$ cat config.mk
export PLATFORM = sky130hd
export DESIGN_NAME = mux_settle_seq
export DESIGN_NICKNAME = d
export VERILOG_FILES = /design/src/rtl/mss_pkg.sv /design/src/rtl/mss_settle_target.sv /design/src/rtl/mss_rr_pick.sv /design/src/rtl/mux_settle_seq.sv
export SDC_FILE = /design/constraint.sdc
export NUM_CORES = 1
export LEC_CHECK = 0
export BUFFER_PORTS_ARGS = -buffer_cell sky130_fd_sc_hd__buf_2
export CAP_MARGIN = 20
export CORE_MARGIN = 5
export CORE_UTILIZATION = 50
export DETAILED_ROUTE_END_ITERATION = 10
export GPL_ROUTABILITY_DRIVEN = 0
export PLACE_DENSITY = 0.85
export SYNTH_ARGS = -nofsm -noshare
export SYNTH_HDL_FRONTEND = slang
export SYNTH_HIERARCHICAL = 1
export SYNTH_SLANG_ARGS = --single-unit
$ cat constraint.sdc
create_clock -name clk_i -period 2.75 [get_ports clk_i]
set_input_delay 0.55 -clock clk_i [delete_from_list [all_inputs] [get_ports clk_i]]
set_output_delay 0.55 -clock clk_i [all_outputs]
set_load 0.02 [all_outputs]
$ cat src/rtl/mss_pkg.sv
package mss_pkg;

    // filter selector codes seen on the flt_mode_i port
    typedef enum logic [1:0] {
        FLT_SINC3 = 2'b00,
        FLT_SINC5 = 2'b01,
        FLT_S5AVG = 2'b10,
        FLT_SINC1 = 2'b11
    } flt_mode_e;

    typedef enum logic {
        ST_IDLE   = 1'b0,
        ST_SETTLE = 1'b1
    } seq_st_e;

    // settle counter must hold the largest accept index (5)
    localparam int CNT_W = 3;

endpackage

$ cat src/rtl/mss_settle_target.sv
// Number of the filter output, counted from 1 after a switch, that is the
// first one built purely from post-switch modulator samples.
module mss_settle_target
    import mss_pkg::*;
#(
    parameter int AVG_W = 8
) (
    input  flt_mode_e              mode_i,
    input  logic [AVG_W-1:0]       avg_i,
    output logic [CNT_W-1:0]       tgt_o
);

    localparam logic [AVG_W-1:0] AVG_ONE   = AVG_W'(1);
    localparam logic [AVG_W-1:0] AVG_THREE = AVG_W'(3);

    always_comb begin
        unique case (mode_i)
            FLT_SINC3: tgt_o = CNT_W'(3);
            FLT_SINC5: tgt_o = CNT_W'(5);
            FLT_SINC1: tgt_o = CNT_W'(1);
            default: begin
                // 5 + (N-1) fifth-order periods = 1 + ceil(4/N) averaged outputs
                if (avg_i <= AVG_ONE) begin
                    tgt_o = CNT_W'(5);
                end else if (avg_i <= AVG_THREE) begin
                    tgt_o = CNT_W'(3);
                end else begin
                    tgt_o = CNT_W'(2);
                end
            end
        endcase
    end

endmodule

$ cat src/rtl/mss_rr_pick.sv
// Round-robin channel picker: lowest enabled index above cur_i, wrapping
// to the lowest enabled index overall.
module mss_rr_pick #(
    parameter int NUM_CH = 4,
    parameter int CH_W   = 2
) (
    input  logic [NUM_CH-1:0] mask_i,
    input  logic [CH_W-1:0]   cur_i,
    output logic [CH_W-1:0]   next_o,
    output logic [CH_W-1:0]   low_o
);

    logic [NUM_CH-1:0] above;

    for (genvar g = 0; g < NUM_CH; g++) begin : g_above
        localparam logic [CH_W-1:0] IDX = CH_W'(g);
        assign above[g] = mask_i[g] && (IDX > cur_i);
    end

    logic [CH_W-1:0] nxt_above;
    logic            hit_above;

    always_comb begin
        low_o     = '0;
        nxt_above = '0;
        hit_above = 1'b0;
        for (int i = NUM_CH - 1; i >= 0; i--) begin
            if (mask_i[i]) begin
                low_o = CH_W'(i);
            end
            if (above[i]) begin
                nxt_above = CH_W'(i);
                hit_above = 1'b1;
            end
        end
        next_o = hit_above ? nxt_above : low_o;
    end

endmodule

$ cat src/rtl/mux_settle_seq.sv
module mux_settle_seq
    import mss_pkg::*;
#(
    parameter int  NUM_CH = 4,
    parameter int  DATA_W = 24,
    parameter int  AVG_W  = 8,
    localparam int CH_W   = (NUM_CH > 1) ? $clog2(NUM_CH) : 1
) (
    input  logic              clk_i,
    input  logic              rst_ni,
    input  logic [NUM_CH-1:0] en_mask_i,
    input  logic [1:0]        flt_mode_i,
    input  logic [AVG_W-1:0]  avg_cnt_i,
    input  logic              drdy_i,
    input  logic [DATA_W-1:0] flt_data_i,
    output logic [CH_W-1:0]   sel_o,
    output logic              flt_rst_o,
    output logic              res_vld_o,
    output logic [CH_W-1:0]   res_ch_o,
    output logic [DATA_W-1:0] res_o
);

    typedef struct packed {
        seq_st_e           st;
        logic [CH_W-1:0]   sel;
        logic              frst;
        logic [CNT_W-1:0]  cnt;
        logic [CNT_W-1:0]  tgt;
        logic              vld;
        logic [CH_W-1:0]   tag;
        logic [DATA_W-1:0] res;
    } seq_s;

    seq_s q, d;

    logic [CNT_W-1:0] tgt_now;
    logic [CH_W-1:0]  ch_next;
    logic [CH_W-1:0]  ch_low;
    logic [CNT_W-1:0] cnt_inc;

    mss_settle_target #(.AVG_W(AVG_W)) u_tgt (
        .mode_i (flt_mode_e'(flt_mode_i)),
        .avg_i  (avg_cnt_i),
        .tgt_o  (tgt_now)
    );

    mss_rr_pick #(.NUM_CH(NUM_CH), .CH_W(CH_W)) u_pick (
        .mask_i (en_mask_i),
        .cur_i  (q.sel),
        .next_o (ch_next),
        .low_o  (ch_low)
    );

    assign cnt_inc = q.cnt + CNT_W'(1);

    always_comb begin
        d      = q;
        d.vld  = 1'b0;
        d.frst = 1'b0;
        if (en_mask_i == '0) begin
            // nothing to scan: park with the filter held in reset
            d.st   = ST_IDLE;
            d.frst = 1'b1;
            d.cnt  = '0;
        end else if (q.st == ST_IDLE) begin
            d.st   = ST_SETTLE;
            d.sel  = ch_low;
            d.frst = 1'b1;
            d.cnt  = '0;
            d.tgt  = tgt_now;
        end else if (!en_mask_i[q.sel]) begin
            // selected channel withdrawn: abandon it without a result
            d.sel  = ch_next;
            d.frst = 1'b1;
            d.cnt  = '0;
            d.tgt  = tgt_now;
        end else if (drdy_i && !q.frst) begin
            if (cnt_inc >= q.tgt) begin
                d.vld = 1'b1;
                d.tag = q.sel;
                d.res = flt_data_i;
                if (ch_next != q.sel) begin
                    d.sel  = ch_next;
                    d.frst = 1'b1;
                    d.cnt  = '0;
                    d.tgt  = tgt_now;
                end
            end else begin
                d.cnt = cnt_inc;
            end
        end
    end

    always_ff @(posedge clk_i or negedge rst_ni) begin
        if (!rst_ni) begin
            q      <= '0;
            q.frst <= 1'b1;
        end else begin
            q <= d;
        end
    end

    assign sel_o     = q.sel;
    assign flt_rst_o = q.frst;
    assign res_vld_o = q.vld;
    assign res_ch_o  = q.tag;
    assign res_o     = q.res;

endmodule

-- After elaboration in Yosys (flattened, before gate mapping)
Cells that the tools add are included.
- bitwise gates (word level): 1
- eq/ne operators: 8
- $add $sub $neg: 1
- reduce and logical (&&, ||, !) cells: 11
- magnitude comparators: 8
- muxes and demuxes: 30
- operators by type and width (cell ; number):
    $mux 27 ; 3
    $mux 36 ; 1
    $mux 30 ; 1
    $mux 9 ; 3
    $mux 2 ; 9
    $mux 3 ; 3
    $ne 3x2->1 const B ; 3
    $pmux 3 s3 ; 1
    $le 8x1->1 const B ; 1
    $le 8x2->1 const B ; 1
    $mux 1 ; 7
    $logic_and 1x1->1 ; 5
    $ne 5x4->1 const B ; 1
    $reduce_and 5->1 ; 1
    $gt 1x2->1 const A ; 2
    $gt 2x2->1 const A ; 2
    $logic_not 4->1 ; 1
    $mux 4 ; 1
    $ne 4x3->1 const B ; 1
    $reduce_and 4->1 ; 1
    $add 3x1->3 const B ; 1
    $ge 3x3->1 ; 1
    $lt 2x3->1 const B ; 1
    $bmux 1 s2 ; 1
    other kinds (7) ; 7
- bits in registers: 37
- bits of input ports: 41

-- Longest topological paths before layout
Gate-level depths: netlist (run 1).
- word-level depth: 14
- gate-level depth with buffers: 8
- depth with buffers taken out: 8

-- Modules after synthesis
Netlist (run 1), hierarchy kept.
- by module, submodules not included (module ; times used ; area an instance (µm²) ; cells an instance):
    mux_settle_seq ; 1 ; 1886.8 ; 133
    mss_rr_pick ; 1 ; 108.9 ; 18
    mss_settle_target ; 1 ; 67.6 ; 7

-- Worst setup path before layout (run 1)
No wires, ideal clock.
- path kind: register to register
- from: reg q[30] in the netlist's numbering
- to: reg q[27] in the netlist's numbering
- path slack: 558 ps
- buffers on the path: 0
- data required time: 2625 ps
- stages on the path, launching flop included: 9
- data arrival time: 2067 ps
- clock period less this slack: 2192 ps
- cells stage by stage: dfrtp_1 -> ha_1 -> xor2_1 -> ha_1 -> a21oi_1 -> o21ai_4 -> a31o_4 -> nand2_4 -> mux2_2
- word-level cells in the longest chain between the ends: 4
- RTL lines (item ; RTL line ; text):
    start: declaration ; mux_settle_seq.sv:34 ; seq_s q, d;
    $add 3x1->3 ; mux_settle_seq.sv:54 ; assign cnt_inc = q.cnt + CNT_W'(1);
    $ge 3x3->1 ; mux_settle_seq.sv:78 ; if (cnt_inc >= q.tgt) begin
    $ne 3x2->1 (no source line) ; - ;
    $reduce_and 4->1 (no source line) ; - ;
No other way between the ends.
A chain may end at the register's enable or synchronous reset.

-- Worst setup path in the final report (run 1)
- from: reg q[30] in the netlist's numbering
- to: reg q, in the netlist res_o[4]
- word-level cells in the longest chain between the ends: 3
- RTL lines (item ; RTL line):
    $add 3x1->3 ; mux_settle_seq.sv:54
    $ge 3x3->1 ; mux_settle_seq.sv:78
    $reduce_and 5->1 (no source line) ; -
No other way between the ends.

==> run_results.csv, run 1 <==
group,metric,value,unit
outcome,status,"finished, final reports clean",
critical_path,cpPeakStageDelay,0.52,ns
floorplanning,die_h,74.24,µm
yosys,ys_warn_count,6,
clock_network,cts_hold_buf,0,
yosys,synth_edf_count,0,
global_routing,grt_max_degree,38,
sta,fin_crit,2.533,ns
run,maxCapViolCount,0,
global_routing,grt_pass1_wl,6016,µm
global_routing,overflow,0,
yosys,ys_top_cells_by_area,"dfrtp_1 44%, mux2_4 14%, buf_4 10%, mux2_2 7.6%, ha_1 2.4%",
sta,fin_crit_sh,0.9210,
clock_network,cts_max_level,2,
placement,dp_hpwl,2869,µm
yosys,synth-seq-cells,37,
yosys,synth_top_cell_area_share,0.4366,
sta,final_hold_viol_count,0,
sta,setup_tns,0,ns
clock_network,cts_sinks,37,
route,viasPerCell,5.082,
sta,slew_headroom,0.4650,
sta,worstMarginPinSlew,0.8025,ns
critical_path,crit_top_cell,"ha_1",
placement,place_ws,0.2033,ns
critical_path,crit_chain,"ha_1 -> xor2_1 -> ha_1 -> nand2_1 -> o21ai_4 -> nand4_4 -> mux2_4",
yosys,ys_async_sr_fraction,1.000,
clock_network,cts_setup_buffers,0,
sta,setup_viol,0,
placement,port_buffers,69,
yosys,synth_cell_types,39,
floorplanning,num_rows,23,
critical_path,crit_arrival,2.70,ns
global_routing,antenna_found_initial,0,
route,drc_errors,0,
pwr,ir_drop,0.3710,mV
yosys,synthCells,158,
route,wirelength,3722,µm
final_layout,nNetsFinal,249,
final_layout,layoutNonFillerInstCount,255,
pwr,leakage,0.001216,µW
clock_network,cts_root_buffer,"clkbuf_8",
floorplanning,die_w,74.24,µm
floorplanning,die_area,0.005511,mm²
final_layout,post-route-util,0.5837,
critical_path,setup.worst_path.start,"q[30]",
yosys,ys.flop_type,"dfrtp_1",
clock_network,insertion_delay,0.29,ns
route,wl_per_cell,14.60,µm
sta,fmax,0.3948,GHz
route,antenna_left,0,
yosys,avgSynthCellArea,13.06,µm²
critical_path,cp_slowest_cell,"nand4_4",
min_path,min_path_type,"in2async",
clock_network,numCtsBuffers,5,
critical_path,reg2reg_from,"q[30]",
pwr,powerDensity,1171,mW/mm²
yosys,synth_top_cell_by_area,"dfrtp_1",
final_layout,area_growth,13.16,%
global_routing,grt_pass1_vias,1346,
final_layout,drive_above_1_share,0.6000,
final_layout,final_common_cell,"buf_2",
critical_path,critical_path_required,2.92,ns
sta,slew_viol_final,0,
final_layout,antenna_cells,0,
clock_network,cts-resized-gates,0,
critical_path,cp_max_fo,27,
yosys,synth_nets,203,
critical_path,reg2reg_depth,7,
critical_path,crit_type,"reg2reg",
placement,dp_cells,247,
floorplanning,core_area,0.004000,mm²
final_layout,mostFrequentLayoutCells,"69 x buf_2, 36 x dfrtp_1, 19 x mux2_4",
critical_path,critPathCaptureType,"flop",
route,firstDrtPassIters,3,
yosys,synth-seq-area-share,0.4494,
route,dr.first_iter.drc_count,47,
yosys,netlist_area,0.002063,mm²
route,vias,1296,
sta,setup_ws,0.2172,ns
clock_network,cts_tree,"done",
clock_network,cts.clk_slew.worst_paths,0.07,ns
clock_network,clockBufferDepth,2,
floorplanning,ioPinCount,71,
global_routing,grt_usage,0.1452,
sta,fin_skew,0.005283,ns
floorplanning,start_util,0.5158,
sta,rsz0062_at_grt,"no",
critical_path,startpoint_type,"flop",
power by group:
| group | switching (µW) | internal [µW] |
|---|---|---|
| registers | 160 | 798 |
| logic | 710 | 676 |
| clock network | 186 | 203 |
| total | 1060 | 1680 |
cell usage after synthesis (2+ instances only):
cell type and n:
nand2b_1 3, inv_1 7, mux2_2 14, mux2_4 19, buf_4 28, buf_6 2, ha_1 4, xnor2_1 2
mux2i_1 2, dfrtp_1 36, a21oi_1 5, nor2_1 5, nand2_1 3, o21a_1 2, o22ai_1 2
worst paths after layout:
path / to / slack, ns
min in group clk_i: res_o[17] / 0.49
worst max-delay path: res_o[4] / 0.22
worst max register to register: res_o[4] / 0.22
worst min register to register: res_o[0] / 0.51
worst min-delay path: res_o[18] / 0.35
max in group asynchronous: q[27] / 1.90
routing by layer:
metal	global-route usage	routed length, µm	part of all wire
met5	0	0	0
met4	0.04743	34	0.0091
met3	0.05541	377	0.10
met2	0.2510	1849	0.50
met1	0.1661	1461	0.39
critical path: cells and delay by family, from the launching register on:
| family | cells | cell delay, ns |
|---|---|---|
| DFF | 1 | 0.42 |
| and+or+nand+nor | 2 | 0.62 |
| xor gates and xnor gates | 1 | 0.15 |
| AOI/OAI and AO/OA | 1 | 0.18 |
| muxes | 1 | 0.50 |
| adders and majority gates | 2 | 0.53 |
area by class of cell:
class	instances	area (µm²)
flip-flops and latches	37	927.1
inverters	7	26.28
well taps	50	62.56
clock inverters	2	13.76
repair buffers	69	345.3
fillers	330	1665
clock buffers	6	82.58
multi-input cells	84	877.1
per-stage QoR:
step	hold WS (ns)	area [µm²]	total power (µW)
after detailed placement	0.4917	2238	2366
after global placement	0.4837	2238	2311
after floorplan	0.2544	2063	2261
after global routing	0.4152	2335	2915
final	0.3455	2335	2733
after CTS	0.3569	2335	2769
logic make-up (layout without fill, tap and decap cells):
family                     count (synthesis)  count (layout)  share of synthesized area
xor gates and xnor gates                   3               3                    0.01274
muxes                                     36              36                     0.2353
AOI/OAI and AO/OA                         19              19                    0.07944
adders and majority gates                  4               4                    0.02426
and+or+nand+nor                           22              22                    0.07338
buffers and inverters                     37              84                     0.1255
DFF                                       37              37                     0.4494
registers in the layout (all words and copies together) (netlist names):
name	cells
flt_rst_o	1
res_o	24
res_vld_o	1
res_ch_o	2
q	7
sel_o	2
Note: power is estimated with default switching activity, not from simulation.
==> inputs of run 2 (changes only) <==
--- a/config.mk
+++ b/config.mk
@@ -7,11 +7,13 @@
 export LEC_CHECK = 0
 export BUFFER_PORTS_ARGS = -buffer_cell sky130_fd_sc_hd__buf_2
 export CAP_MARGIN = 20
+export CELL_PAD_IN_SITES_DETAIL_PLACEMENT = 0
+export CELL_PAD_IN_SITES_GLOBAL_PLACEMENT = 1
 export CORE_MARGIN = 5
-export CORE_UTILIZATION = 50
+export CORE_UTILIZATION = 39
 export DETAILED_ROUTE_END_ITERATION = 10
 export GPL_ROUTABILITY_DRIVEN = 0
-export PLACE_DENSITY = 0.85
+export PLACE_DENSITY = 0.84
 export SYNTH_ARGS = -nofsm -noshare
 export SYNTH_HDL_FRONTEND = slang
 export SYNTH_HIERARCHICAL = 1
==> run_results.csv, run 2 (synthesized netlist as in run 1, its figures left out) <==
group,metric,value,unit
outcome,status,"finished, final reports clean",
final_layout,largest_reg_flops,24,
pwr,powerDensity,1190,mW/mm²
final_layout,layoutNonFillerInstCount,276,
critical_path,crit_type,"reg2reg",
critical_path,cp_slowest_cell,"dfrtp_1",
clock_network,cts_root_buffer,"clkbuf_8",
floorplanning,num_rows,26,
route,dr.first_iter.drc_count,26,
critical_path,critPathCaptureType,"flop",
placement,place_area,0.002283,mm²
clock_network,numCtsBuffers,5,
sta,fmax,0.4110,GHz
route,antenna_left,0,
critical_path,cp_max_fo,14,
sta,fin_skew,0.002738,ns
final_layout,nFillCells,480,
clock_network,insertion_delay,0.28,ns
critical_path,crit_arrival,2.60,ns
sta,fin_crit_sh,0.8849,
floorplanning,ioPinCount,71,
final_layout,multi_input_area,877.1,µm²
final_layout,ff_latch_area,927.1,µm²
floorplanning,start_util,0.4040,
floorplanning,die_w,82.74,µm
final_layout,area_growth,17.16,%
clock_network,cts_hold_buf,0,
final_layout,mostFrequentLayoutCells,"69 x buf_2, 36 x dfrtp_1, 19 x mux2_4",
critical_path,startpoint_type,"flop",
floorplanning,core_area,0.005107,mm²
pwr,clockPowerShare,0.190,
pwr,p_switching,1036,µW
clock_network,cts_setup_buffers,0,
placement,port_buffers,69,
placement,dp_hpwl,2711,µm
critical_path,cpPeakStageDelay,0.42,ns
final_layout,drive_above_1_share,0.6019,
pwr,ir_drop,0.4465,mV
global_routing,overflow,0,
sta,slew_headroom,0.4687,
route,viasPerCell,4.583,
final_layout,post-route-util,0.4733,
clock_network,cts-resized-gates,0,
sta,rsz0062_at_grt,"no",
final_layout,antenna_cells,0,
sta,fin_crit,2.433,ns
global_routing,grt_pass1_wl,5361,µm
pwr,switching_share,0.3602,
final_layout,nNetsFinal,250,
critical_path,crit_top_cell,"ha_1",
global_routing,antenna_found_initial,0,
clock_network,cts_sinks,37,
route,drc_errors,0,
pwr,total_power,2876,µW
final_layout,final_common_cell,"buf_2",
pwr,leakage,0.001244,µW
pwr,combPwrFrac,0.478,
critical_path,critical_path_required,2.92,ns
critical_path,crit_chain,"ha_1 -> xor2_1 -> ha_1 -> a21oi_1 -> o21ai_4 -> nand4_4 -> buf_12 -> mux2_4",
final_layout,final_area,0.002417,mm²
min_path,min_path_type,"in2async",
pwr,internal_power,1840,µW
route,wirelength,3524,µm
route,firstDrtPassIters,4,
sta,slew_viol_final,0,
floorplanning,die_area,0.006845,mm²
route,vias,1265,
placement,dp_cells,268,
global_routing,grt_pass1_vias,1202,
sta,worstMarginPinSlew,0.7970,ns
pwr,pwr-share-seq,0.332,
route,wl_per_cell,12.77,µm
sta,setup_viol,0,
clock_network,clockBufferDepth,2,
global_routing,grt_max_degree,38,
global_routing,grt_usage,0.1021,
clock_network,cts.clk_slew.worst_paths,0.07,ns
sta,setup_tns,0,ns
floorplanning,die_h,82.74,µm
run,maxCapViolCount,0,
sta,final_hold_viol_count,0,
clock_network,cts_tree,"done",
clock_network,cts_max_level,2,
-- run 2: changes by cell type in the layout (fill, tap and decap cells not counted), sizes merged --
cell | previous run | this run
buf | 69 | 70
bufinv | 0 | 2
clkbuf | 6 | 5
clkinv | 2 | 1
-- run 2: worst paths after layout --
| path | cells past startpoint | slack [ns] | startpoint | end |
|---|---|---|---|---|
| setup / recovery | 8 | 0.32 | q[30] | res_o[6] |
| hold / removal | 1 | 0.35 | rst_ni | res_o[2] |
| setup reg to reg | 8 | 0.32 | q[30] | res_o[6] |
| hold reg to reg | 1 | 0.50 | res_o[18] | res_o[18] |
| max in group asynchronous | 1 | 1.89 | rst_ni | res_o[7] |
| min in group clk_i | 2 | 0.50 | flt_data_i[18] | res_o[18] |
-- run 2: final cells by class --
cell class | instances | area share
Clock buffer | 5 | 0.02847
Clock inverter | 3 | 0.02692
Inverter | 7 | 0.01087
Multi-Input combinational cell | 84 | 0.3628
Sequential cell | 37 | 0.3835
Tap cell | 70 | 0.03623
Timing Repair Buffer | 70 | 0.1511
-- run 2: stage by stage --
step / hold WS, ns / worst slack, ns
2_1_floorplan: 0.2544 / 0.5580
3_3_place_gp: 0.4845 / 0.3195
3_5_place_dp: 0.4866 / 0.3052
4_1_cts: 0.3859 / 0.2835
5_1_grt: 0.4306 / 0.1990
6_report: 0.3523 / 0.3167
-- run 2: critical path: cells and delay by family (launching register included) --
family | cells | cell delay [ns]
adders and majority gates | 2 | 0.54
DFF | 1 | 0.42
AOI/OAI and AO/OA | 2 | 0.41
muxes | 1 | 0.31
and+or+nand+nor | 1 | 0.26
buffers and inverters | 1 | 0.21
xor gates and xnor gates | 1 | 0.15
-- run 2: routing by layer --
layer	vias up	track usage	wire [µm]
met5	-	0	0
met4	0	0.02941	27
met3	4	0.04230	369
met2	50	0.1595	1522
met1	590	0.1296	1605
li1	621	-	-
-- run 2: power groups by stage --
| stage | Combinational (µW) | Sequential [µW] | Clock, µW |
|---|---|---|---|
| after floorplan | 1310 | 947 | 0 |
| after CTS | 1400 | 958 | 567 |
| after global placement | 1370 | 962 | 0 |
| after global routing | 1480 | 987 | 587 |
| final | 1370 | 955 | 547 |
| after detailed placement | 1390 | 968 | 0 |
